**config.mk**
```make
export PLATFORM = sky130hd
export DESIGN_NAME = ir_rx_fifo_top
export DESIGN_NICKNAME = d
export VERILOG_FILES = /design/src/rtl/ir_rx_pkg.sv /design/src/rtl/ir_rx_fifo_store.sv /design/src/rtl/ir_rx_flags.sv /design/src/rtl/ir_rx_fifo_top.sv
export SDC_FILE = /design/constraint.sdc
export NUM_CORES = 1
export LEC_CHECK = 0
export BUFFER_PORTS_ARGS = -buffer_cell sky130_fd_sc_hd__buf_2
export CAP_MARGIN = 30
export CELL_PAD_IN_SITES_DETAIL_PLACEMENT = 1
export CELL_PAD_IN_SITES_GLOBAL_PLACEMENT = 1
export CORE_UTILIZATION = 55
export CTS_BUF_LIST = sky130_fd_sc_hd__clkbuf_4 sky130_fd_sc_hd__clkbuf_8
export CTS_CLUSTER_DIAMETER = 100
export DETAILED_ROUTE_END_ITERATION = 16
export PLACE_DENSITY_LB_ADDON = 0.1
export SLEW_MARGIN = 20
export SYNTH_ARGS = -nofsm -noshare
export SYNTH_HDL_FRONTEND = slang
export SYNTH_SLANG_ARGS = --single-unit
```
**constraint.sdc**
```tcl
create_clock -name clk -period 5.08 [get_ports clk]
set_input_delay 0.508 -clock clk [delete_from_list [all_inputs] [get_ports clk]]
set_output_delay 0.508 -clock clk [all_outputs]
set_load 0.01 [all_outputs]
```
**src/rtl/ir_rx_pkg.sv**
```systemverilog
package ir_rx_pkg;
  localparam int AW = 6;
  localparam int DW = 16;

  localparam logic [AW-1:0] OFS_CTRL  = 6'h00;
  localparam logic [AW-1:0] OFS_RXCFG = 6'h10;
  localparam logic [AW-1:0] OFS_DATA  = 6'h20;
  localparam logic [AW-1:0] OFS_IEN   = 6'h2C;
  localparam logic [AW-1:0] OFS_STAT  = 6'h30;
  localparam logic [AW-1:0] OFS_SCFG  = 6'h34;

  // flag vector order inside the block
  localparam int FL_OVF   = 0;
  localparam int FL_PEND  = 1;
  localparam int FL_AVAIL = 2;
  localparam int NFLAGS   = 3;

  // bit positions in the bus words
  localparam int BP_OVF   = 0;
  localparam int BP_PEND  = 1;
  localparam int BP_AVAIL = 4;
  localparam int BP_FIELD = 8;
endpackage

```
**src/rtl/ir_rx_fifo_store.sv**
```systemverilog
module ir_rx_fifo_store #(
  parameter int DEPTH = 16,
  parameter int W     = 8,
  localparam int PW   = $clog2(DEPTH),
  localparam int CW   = PW + 1
) (
  input  logic          clk,
  input  logic          rst,
  input  logic          flush,
  input  logic          push,
  input  logic [W-1:0]  din,
  input  logic          pop,
  output logic [W-1:0]  dout,
  output logic [CW-1:0] count,
  output logic          full,
  output logic          empty
);
  logic [W-1:0]  mem [DEPTH];
  logic [PW-1:0] wr_ptr, rd_ptr;
  logic          pop_en, wr_en;

  assign empty  = (count == '0);
  assign full   = (count == CW'(DEPTH));
  assign pop_en = pop && !empty;
  assign wr_en  = push && (!full || pop_en);
  assign dout   = mem[rd_ptr];

  always_ff @(posedge clk) begin
    if (wr_en) mem[wr_ptr] <= din;
  end

  always_ff @(posedge clk) begin
    if (rst || flush) begin
      wr_ptr <= '0;
      rd_ptr <= '0;
      count  <= '0;
    end else begin
      if (wr_en)  wr_ptr <= wr_ptr + 1'b1;
      if (pop_en) rd_ptr <= rd_ptr + 1'b1;
      case ({wr_en, pop_en})
        2'b10:   count <= count + 1'b1;
        2'b01:   count <= count - 1'b1;
        default: count <= count;
      endcase
    end
  end
endmodule

```
**src/rtl/ir_rx_flags.sv**
```systemverilog
module ir_rx_flags #(
  parameter int N = 3
) (
  input  logic         clk,
  input  logic         rst,
  input  logic [N-1:0] set_ev,
  input  logic [N-1:0] clr,
  input  logic [N-1:0] en,
  output logic [N-1:0] flags,
  output logic         irq
);
  for (genvar i = 0; i < N; i++) begin : g_flag
    always_ff @(posedge clk) begin
      if (rst) flags[i] <= 1'b0;
      else     flags[i] <= (flags[i] && !clr[i]) || set_ev[i];
    end
  end

  always_ff @(posedge clk) begin
    if (rst) irq <= 1'b0;
    else     irq <= |(flags & en);
  end
endmodule

```
**src/rtl/ir_rx_fifo_top.sv**
```systemverilog
module ir_rx_fifo_top
  import ir_rx_pkg::*;
#(
  parameter int DEPTH = 16,
  localparam int PW   = $clog2(DEPTH),
  localparam int CW   = PW + 1
) (
  input  logic          clk,
  input  logic          rst,
  input  logic          smp_valid,
  input  logic [7:0]    smp_byte,
  input  logic          smp_pkt_end,
  input  logic          bus_valid,
  input  logic          bus_write,
  input  logic [AW-1:0] bus_addr,
  input  logic [DW-1:0] bus_wdata,
  output logic [DW-1:0] bus_rdata,
  output logic          irq,
  output logic          cfg_invert,
  output logic [5:0]    cfg_noise,
  output logic [7:0]    cfg_idle
);
  logic [5:0]        ctrl_q;
  logic              rxcfg_q;
  logic [13:0]       scfg_q;
  logic [NFLAGS-1:0] ien_q;
  logic [PW-1:0]     trig_q;

  logic              rd, wr, gen, accept, push, pop_req, pop_en;
  logic [7:0]        head;
  logic [CW-1:0]     fill_cnt;
  logic              full, empty;
  logic [NFLAGS-1:0] set_ev, clr, flags;
  logic [DW-1:0]     rmux;

  assign rd      = bus_valid && !bus_write;
  assign wr      = bus_valid && bus_write;
  assign gen     = ctrl_q[0];
  assign accept  = ctrl_q[0] && ctrl_q[1];
  assign push    = smp_valid && accept;
  assign pop_req = rd && (bus_addr == OFS_DATA);
  assign pop_en  = pop_req && !empty;

  always_ff @(posedge clk) begin
    if (rst) begin
      ctrl_q  <= '0;
      rxcfg_q <= 1'b0;
      scfg_q  <= '0;
      ien_q   <= '0;
      trig_q  <= '0;
    end else if (wr) begin
      case (bus_addr)
        OFS_CTRL:  ctrl_q  <= bus_wdata[5:0] & 6'h33;
        OFS_RXCFG: rxcfg_q <= bus_wdata[2];
        OFS_SCFG:  scfg_q  <= bus_wdata[15:2];
        OFS_IEN: begin
          ien_q[FL_OVF]   <= bus_wdata[BP_OVF];
          ien_q[FL_PEND]  <= bus_wdata[BP_PEND];
          ien_q[FL_AVAIL] <= bus_wdata[BP_AVAIL];
          trig_q          <= bus_wdata[BP_FIELD +: PW];
        end
        default: ;
      endcase
    end
  end

  assign cfg_invert = rxcfg_q;
  assign cfg_noise  = scfg_q[5:0];
  assign cfg_idle   = scfg_q[13:6];

  ir_rx_fifo_store #(.DEPTH(DEPTH), .W(8)) u_store (
    .clk   (clk),
    .rst   (rst),
    .flush (!gen),
    .push  (push),
    .din   (smp_byte),
    .pop   (pop_req),
    .dout  (head),
    .count (fill_cnt),
    .full  (full),
    .empty (empty)
  );

  always_comb begin
    set_ev           = '0;
    set_ev[FL_OVF]   = push && full && !pop_en;
    set_ev[FL_PEND]  = smp_pkt_end && accept;
    set_ev[FL_AVAIL] = fill_cnt > {1'b0, trig_q};
    clr              = '0;
    if (wr && bus_addr == OFS_STAT) begin
      clr[FL_OVF]   = bus_wdata[BP_OVF];
      clr[FL_PEND]  = bus_wdata[BP_PEND];
      clr[FL_AVAIL] = bus_wdata[BP_AVAIL];
    end
  end

  ir_rx_flags #(.N(NFLAGS)) u_flags (
    .clk    (clk),
    .rst    (rst),
    .set_ev (set_ev),
    .clr    (clr),
    .en     (ien_q),
    .flags  (flags),
    .irq    (irq)
  );

  always_comb begin
    rmux = '0;
    case (bus_addr)
      OFS_CTRL:  rmux[5:0]  = ctrl_q;
      OFS_RXCFG: rmux[2]    = rxcfg_q;
      OFS_SCFG:  rmux[15:2] = scfg_q;
      OFS_DATA:  rmux[7:0]  = empty ? 8'h00 : head;
      OFS_IEN: begin
        rmux[BP_OVF]         = ien_q[FL_OVF];
        rmux[BP_PEND]        = ien_q[FL_PEND];
        rmux[BP_AVAIL]       = ien_q[FL_AVAIL];
        rmux[BP_FIELD +: PW] = trig_q;
      end
      OFS_STAT: begin
        rmux[BP_OVF]         = flags[FL_OVF];
        rmux[BP_PEND]        = flags[FL_PEND];
        rmux[BP_AVAIL]       = flags[FL_AVAIL];
        rmux[BP_FIELD +: CW] = fill_cnt;
      end
      default: ;
    endcase
  end

  always_ff @(posedge clk) begin
    if (rst)     bus_rdata <= '0;
    else if (rd) bus_rdata <= rmux;
  end
endmodule


```
=== After elaboration in Yosys (flattened, before gate mapping) ===
Memories as Yosys holds them, arrays and structs flattened. A register that Yosys moved wholly into a read port is not among the register bits.
Cells that the tools add are included.

* Add/subtract/negate cells: 4
* $lt $le $gt $ge: 1
* Equality and inequality tests: 8
* Multiplexer cells: 16
* Bitwise gates (word level): 1
* Reduce and logical (&&, ||, !) cells: 35

{| class="wikitable"
|+ Operator list
! cell !! count
|-
| 6-bit equality test, second input constant || 4
|-
| 1-bit logical AND || 14
|-
| 4-bit one-hot mux with 3 select lines || 1
|-
| 5-bit one-hot mux with 2 select lines || 1
|-
| 4-bit by 1-bit adder with 4-bit output, second input constant || 2
|-
| 1-bit zero test || 8
|-
| 4-bit 2-to-1 mux || 2
|-
| 8-bit 2-to-1 mux || 1
|-
| 2-bit one-hot mux with 4 select lines || 1
|-
| 2-bit AND reduction || 4
|-
| 6-bit by 5-bit equality test with 1-bit output, second input constant || 1
|-
| 6-bit zero test || 1
|-
| 3-bit 2-to-1 mux || 2
|-
| 1-bit one-hot mux with 3 select lines || 2
|-
| 5-bit by 1-bit adder with 5-bit output, second input constant || 1
|-
| 5-bit equality test, second input constant || 1
|-
| 5-bit by 4-bit > comparator with 1-bit output || 1
|-
| 5-bit zero test || 1
|-
| 1-bit logical OR || 5
|-
| 1-bit one-hot mux with 5 select lines || 1
|-
| 5-bit by 1-bit subtractor with 5-bit output, second input constant || 1
|-
| 1-bit one-hot mux with 2 select lines || 2
|-
| 2-bit one-hot mux with 2 select lines || 1
|-
| 3-bit bitwise AND || 1
|-
| other kinds (5) || 6
|}

* Bits in registers: 59
* Bits in writable memories: 128
* Output and inout port bits: 32
* Memories: 1

{| class="wikitable"
|+ Memories
! name !! words !! bits a word !! rd ports !! clocked after memory_dff !! wr ports !! line !! RTL
|-
| u_store.mem || 16 || 8 || 1 || 1 || 1 || ir_rx_fifo_store.sv:18 || <nowiki>logic [W-1:0] mem [DEPTH];</nowiki>
|}

=== Logic depth before layout (Yosys ltp) ===
Gate-level depths: netlist (run 1).

* Depth after elaboration: 8
* Depth in mapped cells: 11
* Depth with buffers taken out: 10

=== Cells and area by module ===
A second synthesis (run 1) with hierarchy kept.

* Cell total of the unflattened synthesis: 572
* Area total of the unflattened synthesis: 8,079.0 um^2

{| class="wikitable"
|+ By module, submodules not included
! module !! times used !! cells an instance !! area each (um^2) !! seq. area each (um^2)
|-
| ir_rx_fifo_store || 1 || 331 || 5,881.9 || 4,184.0
|-
| ir_rx_fifo_top || 1 || 226 || 2,058.2 || 840.8
|-
| ir_rx_flags || 1 || 15 || 138.9 || 80.1
|}

=== Worst setup path after synthesis (run 1) ===
OpenSTA, ideal clock, no wires.

* Path type: input-to-reg
* Start: input bus_addr[1]
* End: memory u_store.mem[3][0] (enable)
* Setup time: 383 ps
* Arrival: 2,266 ps
* Setup slack: 2,430 ps
* Stages: 4
* Buffers on the path: 0
* Path through: or4_4 -> o311ai_2 -> nand3_1 -> nor3_1

* Cells in the longest elaborated chain, start to end: 7

{| class="wikitable"
|+ RTL lines
! what !! line !! RTL
|-
| from (decl) || ir_rx_fifo_top.sv:15 || <nowiki>input logic [AW-1:0] bus_addr,</nowiki>
|-
| 6-bit equality test || ir_rx_fifo_top.sv:41 || <nowiki>assign pop_req = rd && (bus_addr == OFS_DATA);</nowiki>
|-
| 1-bit logical AND || ir_rx_fifo_top.sv:41 ||
|-
| 1-bit logical AND || ir_rx_fifo_store.sv:24 || <nowiki>assign pop_en = pop && !empty;</nowiki>
|-
| 1-bit logical OR || ir_rx_fifo_store.sv:25 || <nowiki>assign wr_en = push && (!full || pop_en);</nowiki>
|-
| 1-bit logical AND || ir_rx_fifo_store.sv:25 ||
|-
| 1-bit 2-to-1 mux || ir_rx_fifo_store.sv:29 || <nowiki>if (wr_en) mem[wr_ptr] <= din;</nowiki>
|-
| 1-bit 2-to-1 mux (implied by the code) || ir_rx_fifo_store.sv:29 ||
|-
| to (decl) || ir_rx_fifo_store.sv:18 ||
|}

No other way between the ends.

=== Final worst setup path (run 1) ===
* Start: register u_store.count[1]
* End: register u_store.count[4]

* Cells in the longest elaborated chain, start to end: 7
* Elaborated cells on any way between the ends: 13
* Those cells by class: 2 x add/sub; 3 x eq/ne; 1 x mux; 7 x reduce/logical

{| class="wikitable"
|+ RTL lines
! what !! line !! RTL
|-
| from (decl) || ir_rx_fifo_store.sv:14 || <nowiki>output logic [CW-1:0] count,</nowiki>
|-
| from (signal assigned) || ir_rx_fifo_store.sv:41 || <nowiki>2'b10: count <= count + 1'b1;</nowiki>
|-
| from (signal assigned) || ir_rx_fifo_store.sv:42 || <nowiki>2'b01: count <= count - 1'b1;</nowiki>
|-
| from (signal assigned) || ir_rx_fifo_store.sv:43 || <nowiki>default: count <= count;</nowiki>
|-
| 5-bit zero test || ir_rx_fifo_store.sv:22 || <nowiki>assign empty = (count == '0);</nowiki>
|-
| 1-bit zero test || ir_rx_fifo_store.sv:24 ||
|-
| 1-bit logical AND || ir_rx_fifo_store.sv:24 ||
|-
| 1-bit logical OR || ir_rx_fifo_store.sv:25 ||
|-
| 1-bit logical AND || ir_rx_fifo_store.sv:25 ||
|-
| 2-bit by 1-bit equality test with 1-bit output / 2-bit equality test (equally long branches) || ir_rx_fifo_store.sv:40 || <nowiki>case ({wr_en, pop_en})</nowiki>
|-
| 5-bit one-hot mux with 2 select lines / 2-bit nonzero test (equally long branches) || - ||
|}

Parallel ways exist; a longest one is shown, timed or not.
A chain may end at the register's enable or synchronous reset.

==> run_results.csv, run 1 <==
group,metric,value,unit
layout,fin_nets,641,
power_and_ir_drop,clkPwrFrac,37.6,%
layout,register_area,5110,µm²
setup_path,slowest_stage,"or4_4",
drt,dr.first_iter.drc_count,406,
setup_path,cp_slowest_stage_delay,0.58,ns
status,status,"completed",
clock_network,cts-resized-gates,0,
timing,hold_viol_final,0,
floorplanning,dieHeight,121,µm
clock_network,cts_hold_buf,0,
grt,overflow,0,
grt,antenna_found_initial,0,
synthesis,ys.flop_type,"edfxtp_1",
worst_hold_path,min_from,"bus_wdata[13]",
synthesis,syn-instance-count,534,
synthesis,synth_edf_count,128,
setup_path,worst-r2r-cell-count,10,
floorplanning,io_pins,68,
synthesis,syn-cell-area,7760,µm²
synthesis,synth_fa_ha_area_share,1.61,%
timing,setup_viol,0,
drt,dr.pass1.iters,5,
flow_run,drv_cap,0,
grt,grt_pass1_vias,5036,
layout,n_antenna_cell,0,
timing,rsz0062_at_grt,"false",
power_and_ir_drop,power_frac_seq,59.9,%
place,hpwl,13.1,mm
timing,period_share,56.8,%
layout,utilization,62.7,%
synthesis,yosys_warnings,0,
place,portBuffers,67,
synthesis,yosysUniqueCellTypes,50,
power_and_ir_drop,switching_share,21.4,%
timing,hold_slack,0.287,ns
drt,vias,4809,
floorplanning,rows,43,
setup_path,path_buf_inv,0,
setup_path,crit_chain,"or4_4 > nor2_1 > nor3_1 > a21o_1 > ha_1 > nor4_1 > o21ai_0 > mux2_2 > or3_1 > a21oi_1",
power_and_ir_drop,p_switching,0.592,mW
drt,drt_wl_total,18.5,mm
synthesis,synth_top_family_by_area,"multiplexers",
power_and_ir_drop,p_per_area,319,nW/µm²
power_and_ir_drop,p_leak,2.94,nW
setup_path,cp-start-kind,"register",
worst_hold_path,holdPathEnd,"scfg_q[11]$_SDFFE_PP0P_",
worst_hold_path,hold_path.class,"input port to register",
power_and_ir_drop,p_int,2.18,mW
power_and_ir_drop,power.total,2.77,mW
setup_path,r2r-start,"u_store.count[1]$_SDFFE_PP0P_",
drt,drc,0,
setup_path,crit_required,5.46,ns
synthesis,yosys.area_share.simple,10.2,%
synthesis,async_flop_share,0,%
synthesis,synth_seq_cells,191,
clock_network,clk_pin_slew_worst_paths,0.09,ns
timing,relSlewSlack,37.3,%
clock_network,insertion_delay,0.46,ns
synthesis,synth.area.mux_share,13.2,%
timing,finClkSkew,0.00976,ns
layout,final_layout_size_suffix_gt1_share,25.0,%
power_and_ir_drop,ir_worst_vdd,0.218,mV
synthesis,synth_compound_area_share,6.70,%
drt,wl_per_cell,23.4,µm
clock_network,h-tree-depth,4,
synthesis,seq_area_frac_synth,65.8,%
clock_network,postCtsSetupBuffers,0,
grt,grtUsageTotal,27.3,%
setup_path,crit_fanout,11,
power_and_ir_drop,p_comb_share,2.5,%
timing,tightest_slew,0.941,ns
place,gp_congestion,0.825,
floorplanning,die-area,14600,µm²
worst_hold_path,min_delay_path_depth,3,
grt,grt_max_degree,48,
setup_path,crit_arrival,3.27,ns
layout,multi_input_area,2510,µm²
floorplanning,coreArea,13800,µm²
layout,area_growth,11.7,%
drt,vias_per_cell,6.10,
clock_network,cts_sinks,191,
setup_path,timing.rr.end,"u_store.count[4]$_SDFFE_PP0P_",
floorplanning,die_w,121,µm
drt,antenna_left,0,
synthesis,syn-num-nets,580,
timing,slew_violations,0,
timing,fin_crit,2.89,ns
clock_network,cts_tree,"yes",
clock_network,root_buffer,"clkbuf_8",
synthesis,synth.avg_cell_area,14.5,µm²
layout,num-fill-cells,1289,
timing,fmax,346,MHz
floorplanning,initial_core_util,56.1,%
clock_network,cts.path.max_buffers,2,
clock_network,cts_buffers,17,
setup_path,critPathCaptureType,"register",
timing,tns,0,ns
synthesis,yosys.area_share.xor_xnor,0.564,%
setup_path,crit_type,"register to register",
setup_path,crit_family,"simple AND/OR/NAND/NOR gates",
setup_path,ff2ff_setup_slack,2.19,ns
grt,grt_pass1_wl,28.7,mm
registers in the layout, indices dropped and copies added, names as in the netlist, named ones only:
name and cells:
u_store.wr_ptr 4, u_store.rd_ptr 4, u_flags.flags 3, u_store.mem 128
ien_q 3, u_store.count 5, trig_q 4, cfg_invert 1
ctrl_q 4, bus_rdata 16, scfg_q 14, u_flags.irq 1
layout make-up:
| class | count | share of cell area [%] |
|---|---|---|
| repair buffers | 72 | 4.42 |
| clock inverters | 14 | 2.05 |
| multi-input cells | 306 | 28.9 |
| clock buffers | 18 | 2.79 |
| flip-flops and latches | 191 | 58.9 |
| well taps | 180 | 2.60 |
| inverters | 7 | 0.303 |
worst min-delay path, delay by kind of cell:
family	cells	cell delay [ns]
buffers and inverters	1	0.08
multiplexers	1	0.06
AND/OR/NAND/NOR	1	0.07
cell families after synthesis:
group,Yosys count
AOI/OAI and AO/OA,71
xor gates and xnor gates,5
muxes,62
buffers and inverters,37
and+or+nand+nor,158
DFF,191
adders and majority gates,10
stage by stage:
step	cell area, µm²	setup WS (ns)	cells
after floorplan	7760	2.43	534
after global placement	8210	1.90	753
after detailed placement	8230	1.53	754
after CTS	8650	2.02	786
after global routing	8670	1.99	788
final	8670	2.19	788
power by group through the flow:
stage | combinational, mW | sequential (mW) | clock, mW
floorplan | 0.0220 | 1.70 | 0
global placement | 0.0656 | 1.69 | 0
detailed placement | 0.0697 | 1.69 | 0
CTS | 0.0700 | 1.66 | 1.06
global route | 0.0755 | 1.66 | 1.11
finish | 0.0697 | 1.66 | 1.04
cells in the mapped netlist (all sizes together), types with 5 or more instances:
cell | instances | area share, %
edfxtp | 128 | 50
nor2 | 68 | 3.3
dfxtp | 63 | 16
mux4 | 32 | 9.3
mux2i | 28 | 3.6
clkbuf | 19 | 0.92
nand2 | 18 | 0.87
nor3 | 16 | 1.2
a21oi | 15 | 0.97
a22oi | 12 | 1.2
nand3 | 12 | 0.77
buf | 11 | 0.74
o21ai | 11 | 0.71
ha | 10 | 1.6
a222oi | 8 | 1.0
and3 | 8 | 0.64
nand2b | 8 | 0.64
inv | 7 | 0.34
a2bb2oi | 5 | 0.64
nor4 | 5 | 0.48
layout by cell type, fill, tap and decap left out, types with 3 or more instances in the layout:
cell | Yosys | final
edfxtp_1 | 128 | 128
nor2_1 | 68 | 68
buf_2 | 7 | 68
dfxtp_1 | 63 | 62
mux4_2 | 32 | 32
mux2i_1 | 28 | 28
nand2_1 | 18 | 18
clkbuf_8 | 0 | 17
a21oi_1 | 15 | 15
nand3_1 | 12 | 12
nor3_1 | 13 | 12
a22oi_1 | 12 | 12
o21ai_0 | 11 | 11
ha_1 | 10 | 10
nand2b_1 | 8 | 8
and3_1 | 8 | 8
a222oi_1 | 8 | 8
inv_1 | 7 | 7
nor4_1 | 4 | 4
nor3_2 | 3 | 4
nor2b_1 | 4 | 4
o22ai_1 | 4 | 4
or3_1 | 4 | 4
a221oi_1 | 4 | 4
a2bb2oi_1 | 4 | 4
nand4_1 | 4 | 4
inv_6 | 0 | 4
xor2_1 | 3 | 3
bufinv_16 | 0 | 3
clkinvlp_4 | 0 | 3
buf_4 | 2 | 3
worst max-delay path by stage:
stage                                        from  slack (ns)                       endpoint  cells past startpoint
finish              u_store.count[1]$_SDFFE_PP0P_        2.19  u_store.count[4]$_SDFFE_PP0P_                     10
global route        u_store.count[1]$_SDFFE_PP0P_        1.99  u_store.count[4]$_SDFFE_PP0P_                     10
CTS                                     bus_write        2.02    u_store.mem[3][4]$_DFFE_PP_                      5
detailed placement                      bus_write        1.53    u_store.mem[3][4]$_DFFE_PP_                      5
global placement                        bus_write        1.90    u_store.mem[3][1]$_DFFE_PP_                      5
floorplan                             bus_addr[1]        2.43    u_store.mem[3][0]$_DFFE_PP_                      4
per-layer routing:
| layer | routed length [µm] | vias up | track usage [%] |
|---|---|---|---|
| li1 | - | 2187 | - |
| met1 | 7600 | 2447 | 32.9 |
| met2 | 9700 | 151 | 49.0 |
| met3 | 804 | 24 | 4.67 |
| met4 | 348 | 0 | 9.95 |
| met5 | 0 | - | 0 |
Note: power is estimated with default switching activity, not from simulation.
==> run 2, diff against run 1 <==
--- a/config.mk
+++ b/config.mk
@@ -5,11 +5,12 @@
 export SDC_FILE = /design/constraint.sdc
 export NUM_CORES = 1
 export LEC_CHECK = 0
+export ABC_AREA = 1
 export BUFFER_PORTS_ARGS = -buffer_cell sky130_fd_sc_hd__buf_2
 export CAP_MARGIN = 30
 export CELL_PAD_IN_SITES_DETAIL_PLACEMENT = 1
 export CELL_PAD_IN_SITES_GLOBAL_PLACEMENT = 1
-export CORE_UTILIZATION = 55
+export CORE_UTILIZATION = 44
 export CTS_BUF_LIST = sky130_fd_sc_hd__clkbuf_4 sky130_fd_sc_hd__clkbuf_8
 export CTS_CLUSTER_DIAMETER = 100
 export DETAILED_ROUTE_END_ITERATION = 16
==> constraint.sdc (replaced) <==
create_clock -name clk -period 2.6 [get_ports clk]
set_input_delay 0.26 -clock clk [delete_from_list [all_inputs] [get_ports clk]]
set_output_delay 0.26 -clock clk [all_outputs]
set_load 0.01 [all_outputs]
==> run_results.csv, run 2 <==
group,metric,value,unit
status,status,"completed",
layout,largest_reg_flops,128,
drt,vias_per_cell,5.57,
power_and_ir_drop,p_per_area,592,nW/µm²
drt,antenna_left,0,
layout,top_regs,"u_store.mem (128), bus_rdata (16), scfg_q (14)",
power_and_ir_drop,p_int,4.17,mW
drt,vias,6144,
power_and_ir_drop,switching_share,23.3,%
timing,fmax,463,MHz
place,hpwl,16.1,mm
clock_network,root_buffer,"clkbuf_8",
timing,tightest_slew,0.686,ns
flow_run,drv_cap,0,
timing,tns,0,ns
timing,setup_viol,0,
drt,drt_wl_total,22.9,mm
synthesis,synth_common_cells,"137 x nor2_1, 128 x edfxtp_1, 104 x o21ai_0",
synthesis,syn-cell-area,8060,µm²
power_and_ir_drop,p_comb_share,2.9,%
clock_network,cts.path.max_buffers,2,
synthesis,ys.flop_type,"edfxtp_1",
synthesis,synth_seq_cells,191,
layout,area_growth,13.9,%
setup_path,path_buf_inv,2,
layout,final_layout_size_suffix_gt1_share,19.2,%
setup_path,cp_common_cell,"nand2_1",
layout,n_antenna_cell,0,
timing,slew_violations,0,
synthesis,syn-instance-count,774,
synthesis,yosys.area.top_type,"edfxtp_1",
grt,grtUsageTotal,25.3,%
place,portBuffers,67,
power_and_ir_drop,clkPwrFrac,37.4,%
grt,antenna_found_initial,0,
layout,regMostFlops,"u_store.mem",
timing,finClkSkew,0.0177,ns
synthesis,synth_edf_count,128,
setup_path,slowest_stage,"inv_2",
timing,relSlewSlack,54.3,%
grt,grt_max_degree,67,
clock_network,cts_tree,"yes",
setup_path,cp_slowest_stage_delay,0.46,ns
drt,wl_per_cell,20.8,µm
setup_path,crit_chain,"inv_2 > buf_4 > o21ai_0 > o211ai_1 > nand3_1 > nand2_1 > nand2_1 > nand3_1 > nand2_1 > a21oi_1",
layout,final_cell_area,9180,µm²
timing,fin_crit,2.16,ns
synthesis,async_flop_share,0,%
floorplanning,die_w,137,µm
floorplanning,die-area,18900,µm²
setup_path,critPathCaptureType,"register",
synthesis,yosysMostFrequentCell,"nor2_1",
floorplanning,io_pins,68,
power_and_ir_drop,p_leak,3.43,nW
floorplanning,initial_core_util,44.9,%
grt,grt_pass1_wl,34.8,mm
setup_path,cp-start-kind,"register",
synthesis,seq_area_frac_synth,63.4,%
setup_path,crit_fanout,33,
timing,rsz0062_at_grt,"false",
clock_network,cts_sinks,191,
layout,fin_nets,907,
place,place_area,8740,µm²
setup_path,crit_type,"register to register",
timing,period_share,83.0,%
clock_network,cts_buffers,17,
synthesis,synth.area.top_cells,"edfxtp_1 48%, dfxtp_1 16%, o21ai_0 6.5%",
drt,dr.first_iter.drc_count,519,
grt,grt_pass1_vias,6166,
grt,overflow,0,
synthesis,yosys_warnings,0,
place,gp_congestion,0.867,
power_and_ir_drop,p_switching,1.27,mW
drt,drc,0,
clock_network,clk_pin_slew_worst_paths,0.10,ns
setup_path,crit_required,3.02,ns
clock_network,h-tree-depth,4,
clock_network,insertion_delay,0.49,ns
synthesis,synth.avg_cell_area,10.4,µm²
setup_path,crit_arrival,2.58,ns
setup_path,crit_family,"buffers and inverters",
floorplanning,dieHeight,137,µm
worst_hold_path,hold_path.class,"input port to register",
power_and_ir_drop,power_frac_seq,59.7,%
synthesis,syn-num-nets,820,
synthesis,synthDominantCellAreaShare,47.7,%
floorplanning,rows,49,
layout,layout_commonest_cell,"nor2_1",
layout,final_cell_mix,"137 x nor2_1, 128 x edfxtp_1, 104 x o21ai_0",
power_and_ir_drop,ir_worst_vdd,0.330,mV
floorplanning,coreArea,18000,µm²
synthesis,yosysUniqueCellTypes,42,
drt,dr.pass1.iters,5,
timing,hold_viol_final,0,
run 2: metal layers:
metal	wire, µm	global-route usage, %	vias up	share of wire (%)
li1	-	-	2893	-
met1	10700	36.5	3047	47
met2	10600	38.7	173	46
met3	1230	4.30	31	5.3
met4	379	8.30	0	1.7
met5	0	0	-	0
run 2: through the flow:
step / util (%) / worst slack, ns / cells / hold slack, ns / power [mW]
floorplan: - / 0.763 / 774 / 0.359 / 3.37
detailed placement: 48.6 / 0.477 / 1068 / 0.474 / 3.47
CTS: 51.1 / 0.466 / 1103 / 0.00431 / 5.46
global route: 51.1 / 0.199 / 1103 / 0.0201 / 5.57
finish: 51.1 / 0.442 / 1103 / 0.0128 / 5.43
global placement: 48.6 / 0.509 / 1068 / 0.454 / 3.46
run 2: kinds of logic (layout without fill, tap and decap cells):
kind of cell             Yosys count  count (layout)  synth area share, %
flip-flops                       191             191                 63.4
AND/OR/NAND/NOR                  274             274                 15.5
AO/OA/AOI/OAI                    211             211                 14.9
buffers and inverters             88             188                 4.69
adder cells (fa/ha/maj)           10              10                 1.55
run 2: worst paths after layout:
check | slack (ns) | from | end | depth (start not counted)
min | 0.01 | bus_wdata[3] | scfg_q[1]$_SDFFE_PP0P_ | 3
max | 0.44 | register | bus_rdata[0]$_SDFFE_PP0P_ | 10
min reg2reg | 0.49 | cfg_invert$_SDFFE_PP0P_ | cfg_invert$_SDFFE_PP0P_ | 2
max reg2reg | 0.44 | register | bus_rdata[0]$_SDFFE_PP0P_ | 10
run 2: power by group through the flow:
stage                     clock network (mW)  logic, mW  registers [mW]
after floorplan                            0     0.0475            3.32
after global placement                     0      0.147            3.32
after detailed placement                   0      0.153            3.32
after CTS                               2.06      0.157            3.25
after global routing                    2.15      0.171            3.25
final                                   2.03      0.158            3.25
run 2: layout make-up:
cell class                      count  area (µm²)
Tap cell                          229         287
Inverter                           56         210
Sequential cell                   191        5110
Timing Repair Buffer              100         591
Multi-Input combinational cell    495        2570
Clock inverter                     15         175
Clock buffer                       17         234
Fill cell                        1987        8790
run 2: worst min-delay path: stages:
cell and delay (ns):
buf_2 0.08, nor2_1 0.04, nor2_1 0.09
run 2: timing repair:
item	4_1_cts	5_1_grt
resized for setup	0	0
hold buffers	3	0
buffers inserted	0	0
hold endpoints to repair	3	0
